**config.mk**
```make
export PLATFORM = sky130hd
export DESIGN_NAME = lpm_seq_ctrl
export DESIGN_NICKNAME = d
export VERILOG_FILES = /design/src/rtl/lpm_pkg.sv /design/src/rtl/lpm_cfg_reg.sv /design/src/rtl/lpm_mode_decode.sv /design/src/rtl/lpm_stab_timer.sv /design/src/rtl/lpm_seq_ctrl.sv
export SDC_FILE = /design/constraint.sdc
export NUM_CORES = 1
export LEC_CHECK = 0
export ABC_CLOCK_PERIOD_IN_PS = 1800
export BUFFER_PORTS_ARGS = -buffer_cell sky130_fd_sc_hd__buf_2
export CAP_MARGIN = 20
export CORE_UTILIZATION = 45
export DETAILED_ROUTE_END_ITERATION = 16
export PLACE_DENSITY = 0.89
export SYNTH_ARGS = -nofsm -noshare
export SYNTH_HDL_FRONTEND = slang
export SYNTH_SLANG_ARGS = --single-unit
```
**constraint.sdc**
```tcl
create_clock -name clk -period 1.8 [get_ports clk]
set_input_delay 0.09 -clock clk [delete_from_list [all_inputs] [get_ports clk]]
set_output_delay 0.09 -clock clk [all_outputs]
set_load 0.1 [all_outputs]
```
**src/rtl/lpm_pkg.sv**
```systemverilog
package lpm_pkg;

    typedef enum logic [1:0] {
        ST_RUN    = 2'd0,
        ST_SLEEP  = 2'd1,
        ST_STAB   = 2'd2,
        ST_RESUME = 2'd3
    } lpm_state_e;

    typedef enum logic [1:0] {
        SLP_FULL_STOP = 2'd0,
        SLP_RC_WDT    = 2'd1,
        SLP_WAKE_TMR  = 2'd2
    } sleep_kind_e;

    typedef struct packed {
        logic main_osc;
        logic rc_osc;
        logic presc;
        logic presc_slow;
        logic tmr0;
    } clk_set_t;

    localparam clk_set_t CLKS_AWAKE = '{main_osc: 1'b1, rc_osc: 1'b1, presc: 1'b1,
                                        presc_slow: 1'b0, tmr0: 1'b1};

endpackage

```
**src/rtl/lpm_cfg_reg.sv**
```systemverilog
module lpm_cfg_reg #(
    parameter int DATA_W = 8
) (
    input  logic              clk,
    input  logic              rst_n,
    input  logic              wr_en,
    input  logic              wr_bitop,
    input  logic [DATA_W-1:0] wdata,
    output logic [DATA_W-1:0] q
);

    logic byte_write;

    assign byte_write = wr_en && !wr_bitop;

    always_ff @(posedge clk or negedge rst_n) begin
        if (!rst_n) begin
            q <= '0;
        end else if (byte_write) begin
            q <= wdata;
        end
    end

    AST_BITOP_IGNORED: assert property (@(posedge clk) disable iff (!rst_n)
        (wr_en && wr_bitop) |=> $stable(q));

endmodule

```
**src/rtl/lpm_mode_decode.sv**
```systemverilog
module lpm_mode_decode
    import lpm_pkg::*;
#(
    parameter int FIELD_W = 2
) (
    input  logic [FIELD_W-1:0] field,
    output sleep_kind_e        kind,
    output clk_set_t           sleep_clks,
    output logic               tmr_wake_ok,
    output logic               wdt_wake_ok
);

    logic [1:0] sel;

    generate
        if (FIELD_W >= 2) begin : g_wide
            assign sel = field[1:0];
        end else begin : g_narrow
            assign sel = {1'b0, field[0]};
        end
    endgenerate

    always_comb begin
        unique casez (sel)
            2'b00:   kind = SLP_FULL_STOP;
            2'b01:   kind = SLP_RC_WDT;
            default: kind = SLP_WAKE_TMR;
        endcase
    end

    always_comb begin
        sleep_clks  = '0;
        tmr_wake_ok = 1'b0;
        wdt_wake_ok = 1'b0;
        unique case (kind)
            SLP_FULL_STOP: begin
                sleep_clks = '0;
            end
            SLP_RC_WDT: begin
                sleep_clks.rc_osc = 1'b1;
                wdt_wake_ok       = 1'b1;
            end
            SLP_WAKE_TMR: begin
                sleep_clks.main_osc   = 1'b1;
                sleep_clks.presc      = 1'b1;
                sleep_clks.presc_slow = 1'b1;
                sleep_clks.tmr0       = 1'b1;
                tmr_wake_ok           = 1'b1;
            end
            default: begin
                sleep_clks = '0;
            end
        endcase
    end

endmodule

```
**src/rtl/lpm_stab_timer.sv**
```systemverilog
module lpm_stab_timer #(
    parameter int CYCLES = 256
) (
    input  logic clk,
    input  logic rst_n,
    input  logic load,
    input  logic active,
    output logic done
);

    localparam int SPAN  = (CYCLES > 1) ? CYCLES : 2;
    localparam int CNT_W = $clog2(SPAN);

    generate
        if (CYCLES <= 1) begin : g_bypass
            assign done = active;
        end else begin : g_count
            logic [CNT_W-1:0] cnt;

            always_ff @(posedge clk or negedge rst_n) begin
                if (!rst_n) begin
                    cnt <= '0;
                end else if (load) begin
                    cnt <= CNT_W'(CYCLES - 1);
                end else if (active && cnt != '0) begin
                    cnt <= cnt - 1'b1;
                end
            end

            assign done = active && (cnt == '0);

            AST_COUNT_DOWN: assert property (@(posedge clk) disable iff (!rst_n)
                (active && !load && cnt != '0) |=> (cnt == $past(cnt) - 1'b1));
        end
    endgenerate

endmodule

```
**src/rtl/lpm_seq_ctrl.sv**
```systemverilog
module lpm_seq_ctrl
    import lpm_pkg::*;
#(
    parameter int CFG_W       = 8,
    parameter int MODE_LSB    = 5,
    parameter int IRQ_W       = 8,
    parameter int N_EXT_INT   = 2,
    parameter int STAB_CYCLES = 256
) (
    input  logic                 clk,
    input  logic                 rst_n,
    input  logic                 cfg_we,
    input  logic                 cfg_bitop,
    input  logic [CFG_W-1:0]     cfg_wdata,
    output logic [CFG_W-1:0]     cfg_q,
    input  logic [IRQ_W-1:0]     irq_hi,
    input  logic [IRQ_W-1:0]     irq_lo,
    input  logic                 stop_req,
    input  logic [N_EXT_INT-1:0] ext_int,
    input  logic                 tmr0_evt,
    input  logic                 wdt_evt,
    output logic                 main_osc_en,
    output logic                 rc_osc_en,
    output logic                 presc_en,
    output logic                 presc_slow,
    output logic                 tmr0_en,
    output logic                 cpu_clk_en,
    output logic                 resume_pulse
);

    localparam int MODE_W = 2;

    lpm_state_e  state, state_nx;
    sleep_kind_e kind;
    clk_set_t    sleep_clks, clks;
    logic        tmr_wake_ok, wdt_wake_ok;
    logic        irq_any, wake_hit, stab_load, stab_active, stab_done;

    lpm_cfg_reg #(.DATA_W(CFG_W)) u_cfg (
        .clk      (clk),
        .rst_n    (rst_n),
        .wr_en    (cfg_we),
        .wr_bitop (cfg_bitop),
        .wdata    (cfg_wdata),
        .q        (cfg_q)
    );

    lpm_mode_decode #(.FIELD_W(MODE_W)) u_dec (
        .field       (cfg_q[MODE_LSB +: MODE_W]),
        .kind        (kind),
        .sleep_clks  (sleep_clks),
        .tmr_wake_ok (tmr_wake_ok),
        .wdt_wake_ok (wdt_wake_ok)
    );

    assign irq_any  = (|irq_hi) || (|irq_lo);
    assign wake_hit = (|ext_int) || (tmr0_evt && tmr_wake_ok) || (wdt_evt && wdt_wake_ok);

    assign stab_load   = (state == ST_SLEEP) && wake_hit;
    assign stab_active = (state == ST_STAB);

    lpm_stab_timer #(.CYCLES(STAB_CYCLES)) u_stab (
        .clk    (clk),
        .rst_n  (rst_n),
        .load   (stab_load),
        .active (stab_active),
        .done   (stab_done)
    );

    // State register
    always_ff @(posedge clk or negedge rst_n) begin
        if (!rst_n) begin
            state <= ST_RUN;
        end else begin
            state <= state_nx;
        end
    end

    // Transitions
    always_comb begin
        state_nx = state;
        unique case (state)
            ST_RUN:    if (stop_req && !irq_any) state_nx = ST_SLEEP;
            ST_SLEEP:  if (wake_hit)             state_nx = ST_STAB;
            ST_STAB:   if (stab_done)            state_nx = ST_RESUME;
            ST_RESUME:                           state_nx = ST_RUN;
            default:                             state_nx = ST_RUN;
        endcase
    end

    // Outputs
    always_comb begin
        clks         = CLKS_AWAKE;
        cpu_clk_en   = 1'b1;
        resume_pulse = 1'b0;
        unique case (state)
            ST_RUN: begin
                clks       = CLKS_AWAKE;
                cpu_clk_en = 1'b1;
            end
            ST_SLEEP: begin
                clks       = sleep_clks;
                cpu_clk_en = 1'b0;
            end
            ST_STAB: begin
                clks       = CLKS_AWAKE;
                cpu_clk_en = 1'b0;
            end
            ST_RESUME: begin
                clks         = CLKS_AWAKE;
                cpu_clk_en   = 1'b1;
                resume_pulse = 1'b1;
            end
            default: begin
                clks       = CLKS_AWAKE;
                cpu_clk_en = 1'b1;
            end
        endcase
    end

    assign main_osc_en = clks.main_osc;
    assign rc_osc_en   = clks.rc_osc;
    assign presc_en    = clks.presc;
    assign presc_slow  = clks.presc_slow;
    assign tmr0_en     = clks.tmr0;

    AST_PENDING_BLOCKS_ENTRY: assert property (@(posedge clk) disable iff (!rst_n)
        (state == ST_RUN && stop_req && irq_any) |=> cpu_clk_en);

    AST_RESUME_ONE_CYCLE: assert property (@(posedge clk) disable iff (!rst_n)
        resume_pulse |=> !resume_pulse);

    AST_RESUME_AFTER_STAB: assert property (@(posedge clk) disable iff (!rst_n)
        $rose(resume_pulse) |-> $past(stab_active));

    AST_FOREIGN_EVENT_NO_WAKE: assert property (@(posedge clk) disable iff (!rst_n)
        (state == ST_SLEEP && !(|ext_int) && !(tmr0_evt && tmr_wake_ok)
         && !(wdt_evt && wdt_wake_ok)) |=> !cpu_clk_en && !main_osc_en == !sleep_clks.main_osc);

    AST_SLOW_ONLY_TIMER_SLEEP: assert property (@(posedge clk) disable iff (!rst_n)
        presc_slow |-> (kind == SLP_WAKE_TMR && !cpu_clk_en));

endmodule

```
==> results of run 1 <==
## tightest hold or removal path, stage by stage
cell and delay, ns:
buf_2 0.08, nand2_1 0.04, o21ai_0 0.07
## cell usage in the layout, fill, tap and decap left out, types with 2 or more instances in the layout
| cell type | instances |
|---|---|
| buf_4 | 2 |
| or4_1 | 4 |
| o31ai_2 | 2 |
| buf_2 | 46 |
| o31ai_1 | 2 |
| clkbuf_4 | 4 |
| nand3_1 | 3 |
| nand2_1 | 9 |
| mux2_2 | 7 |
| inv_1 | 5 |
| ha_1 | 8 |
| nor2_1 | 2 |
| dfrtp_1 | 17 |
| nand3b_1 | 2 |
| xor2_1 | 4 |
| o211ai_1 | 2 |
## timing repair
action	CTS	global route
endpoints found under the hold margin	18	0
gates resized for setup	0	5
buffers inserted	0	1
hold buffers	1	0
setup endpoints to repair	0	10
## state kept, by name (all words and copies together), names as in the netlist
name                count
u_cfg.q                 8
u_stab.g_count.cnt      8
state                   2
## cell families (layout without fill, tap and decap cells)
family          after synthesis  in the layout  share of synthesized area [%]
flops                        18             18                           43.5
compound gates               13             13                           11.0
xor+xnor                      5              5                           4.23
buf+inv                       9             60                           3.98
simple gates                 32             32                           19.1
mux                           8              8                           8.58
fa+ha+maj                     8              8                           9.66
## where the power goes
part           leakage, nW  switching (mW)  internal [mW]
clock               0.0210           0.125          0.123
combinational        0.403           0.239         0.0691
sequential           0.191          0.0172          0.431
total                0.615           0.382          0.623
## worst paths after layout
kind                            depth (start not counted)                              start  slack, ns                      to
min in group asynchronous                               2                              rst_n       0.24  u_cfg.q[2]$_DFFE_PN0P_
worst min register to register                          1             u_cfg.q[3]$_DFFE_PN0P_       0.51  u_cfg.q[3]$_DFFE_PN0P_
max in group asynchronous                               2                              rst_n       1.26  u_cfg.q[6]$_DFFE_PN0P_
worst max register to register                          6  u_stab.g_count.cnt[0]$_DFFE_PN0P_        0.1    state[1]$_DFFE_PN0P_
worst max-delay path                                    6  u_stab.g_count.cnt[0]$_DFFE_PN0P_        0.1    state[1]$_DFFE_PN0P_
worst min-delay path                                    3                       cfg_wdata[5]       0.01  u_cfg.q[5]$_DFFE_PN0P_
## final cells by class
| type | instances | area, sq um |
|---|---|---|
| clock buffer | 4 | 36.3 |
| sequential | 18 | 452 |
| fill | 177 | 815 |
| inverter | 6 | 22.5 |
| tap | 28 | 35.0 |
| timing repair buffer | 50 | 263 |
| multi-input combinational | 66 | 568 |
## per-layer routing
layer	vias up	part of all wire [%]	GRT usage (%)
met2	43	52	34.4
met4	0	2.2	11.4
met3	5	6.1	3.70
met1	407	40	16.5
met5	-	0	0
li1	431	-	-
==> results.md, run 1 <==
* Status: complete, no violations
* Die Ht at 50.0 um
* Dpl cell area at 0.00130 sq mm
* Full die area at 0.00250 sq mm
* Yosys warnings at 0
* Final std cells w/o fill at 172
* Hold WS at about 0.011 ns
* Cell taking the most area after synthesis: dfrtp_1
* Residual DRC at 0
* Max_cap viols at 0
* Total gr overflow at 0
* Post-route cell area at 0.00138 sq mm
* Die Width at approximately 50 um
* Row cnt at 17
* Vias after detailed routing at between 800 and 900
* Post-place setup slack at 0.0247 ns
* Initial DRC Count at 8
* Buf+Inv Stages, Crit Path at 1
* Share of cells above drive strength 1 at around 51%
* Final Wtd Congestion at around 0.71
* Synth async-reset ratio at 100%
* Primary FF master, synth: dfrtp_1
* Synth Instances at 93
* Cells after DPL at 166
* Fin nets at ~190
* Mapped Area at 0.00104 sq mm
* Syn-to-layout area delta at 32.9%
* Crit share post-route at 94.7%
* Layout Skew at about 0.0030 ns
* Sequence of cells on the critical path: inv_2 > ha_1 > or3b_4 > o21ai_4 > nand4_2 > mux2i_1
* Tot Pwr at 1.01 mW
* Final HPWL DP at 1.61 mm
* Final ANT Viol Nets at 0
* Initial antenna violation count at 0
* Max rail drop VDD at 0.610 mV
* CTS HTree Levels at 1
* Drt pass-1 iters at 4
* Seq cells post-synth at 18
* Antenna diodes at 0
* Most common cell in the netlist: dfrtp_1
* Core area at 0.00219 sq mm
* Final Worst Setup Slack at 0.0962 ns
* Final Util at 62.8%
* Final setup violation count at 0
* Clock slew at reported path FFs at approximately 0.10 ns
* First-pass GRT wire length at 3.31 mm
* Final hold violations at 0
* Setup TNS at 0 ns
* Worst-path fanout max at 3
* Clk_lat worst skew at a little under 0.3 ns
* I/O pin cnt at 48
* Worst Path Required at 1.98 ns
* Via-per-instance ratio at 5.15
* Sequential share of the synthesized area at 43.5%
* Critical path capture point type: flip-flop
* Slew margin rel. at 55.5%
* Initial Utilization at 47.3%
* Synth Area per Inst at 11.1 sq um
* Root Buffer Master: clkbuf_4
* Crit path max-delay family: simple AND/OR/NAND/NOR gates
* Top post-synthesis cells by count: dfrtp_1 (18), nand2_1 (9), ha_1 (8), mux2_2 (7), inv_1 (6)
* Slew @ Worst Pin at between 0.6 and 0.7 ns
* Leakage at 0.615 nW
* Synthesized Nets at 134
* Fmax at 587 MHz
* GRT Resource Usage Total at between 10% and 20%
* Pwr/cell area at 730 mW/mm^2
* Inserted Clock Buffers at 3
* HP Class: in -> reg
* Data arrival time of the worst path at between 1.5 and 2 ns
* Clock Tree Buf Depth at 2
* Synth top area share at 43.5%
* Number of synthesized flops with an enable pin at 0
* CTS tree: built
* Startpoint Class: flip-flop
* WS Path Type: reg -> reg
* Critical path's largest stage delay at ~0.42 ns
* Unique masters post-synth at 34
* Final Max Tran Viols at 0
* Largest net degree at the start of global routing at 19
* Synth top area cells: dfrtp_1 (43%), ha_1 (9.7%), mux2_2 (7.6%), xor2_1 (3.4%), nand2_1 (3.3%)
* Final WL at 2.10 mm
* Final min period at 1.70 ns
* Unrepaired setup endpoints after global routing: no
* WL/cell at 12.2 um
* # port buffers at 47
* Clock Sinks at 18
* Crit-path slowest cell: dfrtp_1
* Number of global-route vias before repair at 889
Power figures use the tool's default switching activity.
==> inputs of run 2 (changes only) <==
RECOVER_POWER = 25   (was default)
==> results.md, run 2 (same netlist as run 1, synthesis figures left out) <==
* Status: complete, no violations
* Worst Reg-to-Reg Cells at 6
* Hold WS at 0.0109 ns
* Fill cells at 178
* Share of cells above drive strength 1 at 50.0%
* Data arrival time of the worst path at 1.89 ns
* Leading registers by flop count: u_cfg.q: 8 flops, u_stab.g_count.cnt: 8 flops, state: 2 flops
* Cells after DPL at around 170
* Syn-to-layout area delta at 32.7%
* Register area at 452 sq um
* Fin nets at 186
* HP Class: in -> reg
* Final std cells w/o fill at 172
* GR Layer Usage met2 at 34.4%
* Most frequent cells in the layout: buf_2 (45), dfrtp_1 (17), nand2_1 (9)
* Max rail drop VDD at 0.610 mV
* Sequence of cells on the critical path: inv_2 > ha_1 > or3b_4 > o21ai_4 > nand4_2 > mux2i_1
* WS Path Type: reg -> reg
* GRT Max-Usage Layer: met2
* Hold depth at 3
* WL/cell at 12.2 um
* Core area at 0.00219 sq mm
* CTS tree: built
* Initial Utilization at 47.3%
* Startpoint Class: flip-flop
* Final ANT Viol Nets at 0
* Initial antenna violation count at 0
* Via-per-instance ratio at 5.15
* Int Power at 0.623 mW
* Slew @ Worst Pin at 0.955 ns
* Crit share post-route at a little over nine tenths
* Clk pwr share at approximately a quarter
* Flop pwr share at 44.6%
* Initial DRC Count at 8
* Routing usage on met3 at 3.70%
* Row cnt at 17
* Final Wtd Congestion at 0.715
* Die Width at 50.0 um
* Layout Skew at 0.00296 ns
* Critical path's largest stage delay at between 0.4 and 0.5 ns
* Worst Path Required at 1.98 ns
* Area of the multi-input gates at 568 sq um
* Final min period at 1.70 ns
* Combinational share of power at 30.7%
* Critical path capture point type: flip-flop
* Min-delay src: cfg_wdata[5]
* Grt met1 use at 16.5%
* Max_cap viols at 0
* Full die area at 0.00250 sq mm
* Final hold violations at 0
* Drt pass-1 iters at 4
* Clock slew at reported path FFs at around 0.1 ns
* Sw Ratio at about two fifths
* Final HPWL DP at roughly 1.6 mm
* Final WL at 2.11 mm
* Largest net degree at the start of global routing at 19
* Buf+Inv Stages, Crit Path at 1
* Final Util at between 60 and 70%
* Crit path max-delay family: simple AND/OR/NAND/NOR gates
* First-pass GRT wire length at 3.31 mm
* Clock Tree Buf Depth at 2
* Final setup violation count at 0
* CTS HTree Levels at 1
* Setup TNS at 0 ns
* # port buffers at 47
* Worst R2R Setup Slack at just under 0.1 ns
* Slew margin rel. at 36.3%
* Worst Hold Endpoint: u_cfg.q[5]$_DFFE_PN0P_
* Leakage at between 0.6 and 0.7 nW
* Vias after detailed routing at 886
* Reg-to-Reg Start: u_stab.g_count.cnt[0]$_DFFE_PN0P_
* I/O pin cnt at 48
* Clk_lat worst skew at 0.29 ns
* Inserted Clock Buffers at 3
* GRT Resource Usage Total at 17.9%
* Residual DRC at 0
* Fmax at 587 MHz
* Final Max Tran Viols at 0
* Number of global-route vias before repair at 889
* Total gr overflow at 0
* Root Buffer Master: clkbuf_4
* Pwr/cell area at 731 mW/mm^2
* Unrepaired setup endpoints after global routing: no
* Antenna diodes at 0
* Crit-path slowest cell: dfrtp_1
* Leading cell type in the layout, fill and taps excluded: buf_2
* Sw Pwr at ~0.38 mW
* Die Ht at roughly 50 um
* Clock Sinks at 18
* R2r endpoint: state[1]$_DFFE_PN0P_
* Worst-path fanout max at 3
[run 2: worst max-delay path by stage]
stage               depth (start not counted)                                end                              start
floorplan                                   2                          rc_osc_en             u_cfg.q[5]$_DFFE_PN0P_
CTS                                         6               state[1]$_DFFE_PN0P_  u_stab.g_count.cnt[0]$_DFFE_PN0P_
finish                                      6               state[1]$_DFFE_PN0P_  u_stab.g_count.cnt[0]$_DFFE_PN0P_
global placement                            6  u_stab.g_count.cnt[2]$_DFFE_PN0P_  u_stab.g_count.cnt[0]$_DFFE_PN0P_
detailed placement                          6  u_stab.g_count.cnt[2]$_DFFE_PN0P_  u_stab.g_count.cnt[0]$_DFFE_PN0P_
global route                                6               state[1]$_DFFE_PN0P_  u_stab.g_count.cnt[1]$_DFFE_PN0P_
[run 2: through the flow]
| step | power [mW] | cell area (sq um) | setup slack [ns] |
|---|---|---|---|
| 3_5_place_dp | 0.764 | 1300 | 0.0247 |
| 3_3_place_gp | 0.758 | 1300 | 0.103 |
| 5_1_grt | 1.04 | 1380 | 0.0180 |
| 4_1_cts | 1.01 | 1350 | 0.0129 |
| 6_report | 1.00 | 1380 | 0.0962 |
| 2_1_floorplan | 0.688 | 1040 | -0.205 |
[run 2: what timing repair did]
| action | 4_1_cts | 5_1_grt |
|---|---|---|
| hold buffers | 1 | 0 |
| buffers inserted | 0 | 1 |
| endpoints found under the setup margin | 0 | 10 |
| gates resized for setup | 0 | 5 |
| hold endpoints to repair | 18 | 0 |
[run 2: per-layer routing]
layer	up-vias	share of wire (%)
li1	431	-
met1	407	40
met2	43	52
met3	5	6.1
met4	0	2.2
met5	-	0
[run 2: power groups by stage]
| stage | clock network (mW) | registers (mW) | logic (mW) |
|---|---|---|---|
| 5_1_grt | 0.272 | 0.451 | 0.320 |
| 2_1_floorplan | 0 | 0.649 | 0.0393 |
| 6_report | 0.249 | 0.448 | 0.308 |
| 4_1_cts | 0.255 | 0.447 | 0.311 |
| 3_5_place_dp | 0 | 0.455 | 0.309 |
| 3_3_place_gp | 0 | 0.453 | 0.305 |
[run 2: worst reg2reg max path: cells and delay by family (launching register included)]
family                     cells  cell delay (ns)
AOI/OAI and AO/OA              1             0.21
adders and majority gates      1             0.16
buffers and inverters          1             0.09
DFF                            1             0.42
muxes                          1             0.15
and+or+nand+nor                2             0.55
[run 2: layout make-up]
| class | count | share of cell area [%] |
|---|---|---|
| clock buffer | 4 | 2.64 |
| multi-input combinational | 66 | 41.3 |
| tap | 28 | 2.55 |
| sequential | 18 | 32.8 |
| timing repair buffer | 50 | 19.0 |
| inverter | 6 | 1.64 |
==> inputs of run 3 (changes only) <==
ABC_CLOCK_PERIOD_IN_PS = 1620   (was 1800)
PLACE_DENSITY = 0.86   (was 0.89)
clock period = 1.62 ns   (was 1.8 ns; I/O delays follow)
==> results.md, run 3 (same netlist as run 1, synthesis figures left out) <==
* Status: finished, violations left
* Failing checks: setup timing
* Worst R2R Setup Slack at -0.09 ns
* Root Buffer Master: clkbuf_4
* WL/cell at 13.8 um
* R2r endpoint: u_stab.g_count.cnt[2]$_DFFE_PN0P_
* CTS HTree Levels at 1
* First-pass GRT wire length at 4.06 mm
* Most frequent cells in the layout: buf_2 (40), dfrtp_1 (16), buf_4 (13)
* Leading registers by flop count: u_cfg.q: 8 flops, u_stab.g_count.cnt: 8 flops, state: 2 flops
* Post-route cell area at 0.00163 sq mm
* Worst Path Required at 1.80 ns
* Via-per-instance ratio at 5.32
* Layout Skew at between 0.005 and 0.006 ns
* Worst-path fanout max at 5
* Critical path capture point type: flip-flop
* Clock Sinks at 18
* Total gr overflow at 0
* Final Worst Setup Slack at -0.0908 ns
* Row cnt at 17
* Final hold violations at 0
* Number of global-route vias before repair at 1003
* Leakage at around 0.72 nW
* Max rail drop VDD at 0.518 mV
* Reg-to-Reg Start: u_stab.g_count.cnt[4]$_DFFE_PN0P_
* Die Ht at 50.0 um
* Worst Reg-to-Reg Cells at 4
* Final Wtd Congestion at 0.753
* Final WL at roughly 2.5 mm
* CP Capture Point: u_stab.g_count.cnt[2]$_DFFE_PN0P_
* Largest net degree at the start of global routing at 19
* Die Width at 50.0 um
* Final HPWL DP at 1.82 mm
* GRT Resource Usage Total at 22.2%
* Final Max Tran Viols at 0
* CTS tree: built
* Residual DRC at 0
* Initial DRC Count at 13
* Inserted Clock Buffers at 3
* HP Class: in -> reg
* Drt pass-1 iters at 6
* Unrepaired setup endpoints after global routing: yes
* Final setup violation count at 6
* Antenna diodes at 0
* Fmax at around 600 MHz
* Clock slew at reported path FFs at 0.10 ns
* WS Path Type: reg -> reg
* Startpoint Class: flip-flop
* # port buffers at 47
* Final ANT Viol Nets at 0
* Hold depth at 2
* Core area at 0.00219 sq mm
* I/O pin cnt at 48
* Share of cells above drive strength 1 at 58.6%
* Initial antenna violation count at 0
* Max_cap viols at 0
* Crit share post-route at 106%
* CP Launch Point: u_stab.g_count.cnt[4]$_DFFE_PN0P_
* Pwr/cell area at between 600 and 700 mW/mm^2
* Syn-to-layout area delta at 57.0%
* Clock Tree Buf Depth at 2
* Post-place setup slack at -0.112 ns
* Leading cell type in the layout, fill and taps excluded: buf_2
* Data arrival time of the worst path at 1.89 ns
* Final min period at 1.71 ns
* Clk_lat worst skew at 0.30 ns
* Full die area at 0.00250 sq mm
* Fin nets at approximately 200
* Dpl cell area at 0.00145 sq mm
* Vias after detailed routing at 985
* Slew margin rel. at 38.3%
* Initial Utilization at 47.3%
* Slew @ Worst Pin at 0.925 ns
[run 3: critical path, stage by stage (launching register included)]
cell	delay (ns)
dfrtp_1	0.41
or4_4	0.61
o211ai_4	0.28
xor2_1	0.22
nand2_1	0.08
[run 3: timing repair]
| action | CTS | global route |
|---|---|---|
| pin swaps | 4 | 6 |
| endpoints found under the hold margin | 19 | 0 |
| hold buffers | 2 | 0 |
| resized for setup | 6 | 6 |
| setup buffers | 6 | 2 |
| setup endpoints to repair | 8 | 11 |
[run 3: per-layer routing]
layer	share of wire [%]	GRT usage, %	vias to the layer above
met1	36	22.1	473
li1	-	-	463
met4	1.8	11.4	0
met3	5.0	3.09	4
met2	57	43.1	45
met5	0	0	-
[run 3: layout make-up]
class,count,area (sq um)
Fill cell,145,564
Timing Repair Buffer,63,453
Inverter,6,26.3
Multi-Input combinational cell,66,623
Sequential cell,18,453
Tap cell,28,35.0
Clock buffer,4,36.3
[run 3: power breakdown]
group          switching (mW)  internal (mW)
sequential             0.0207          0.479
combinational           0.269         0.0817
clock                   0.141          0.137
total                   0.430          0.698
[run 3: how the worst min path moves through the flow]
stage	from	endpoint	slack [ns]
floorplan	rst_n	state[0]$_DFFE_PN0P_	-0.21
global placement	rst_n	u_stab.g_count.cnt[6]$_DFFE_PN0P_	0.02
detailed placement	rst_n	u_cfg.q[0]$_DFFE_PN0P_	0.03
CTS	cfg_wdata[7]	u_cfg.q[7]$_DFFE_PN0P_	0.02
global route	cfg_wdata[1]	u_cfg.q[1]$_DFFE_PN0P_	0.006
finish	cfg_wdata[2]	u_cfg.q[2]$_DFFE_PN0P_	0.01
[run 3: metrics by stage]
step / total power, mW / TNS [ns] / instances / util, % / hold slack, ns
6_report: 1.13 / -0.240 / 185 / 74.2 / 0.0117
5_1_grt: 1.17 / -0.770 / 185 / 74.2 / 0.00601
4_1_cts: 1.13 / -0.209 / 183 / 72.0 / 0.0182
3_5_place_dp: 0.859 / -0.411 / 171 / 66.2 / 0.0277
3_3_place_gp: 0.851 / -0.00221 / 171 / 66.2 / 0.0244
2_1_floorplan: 0.769 / 0 / 93 / - / -0.215
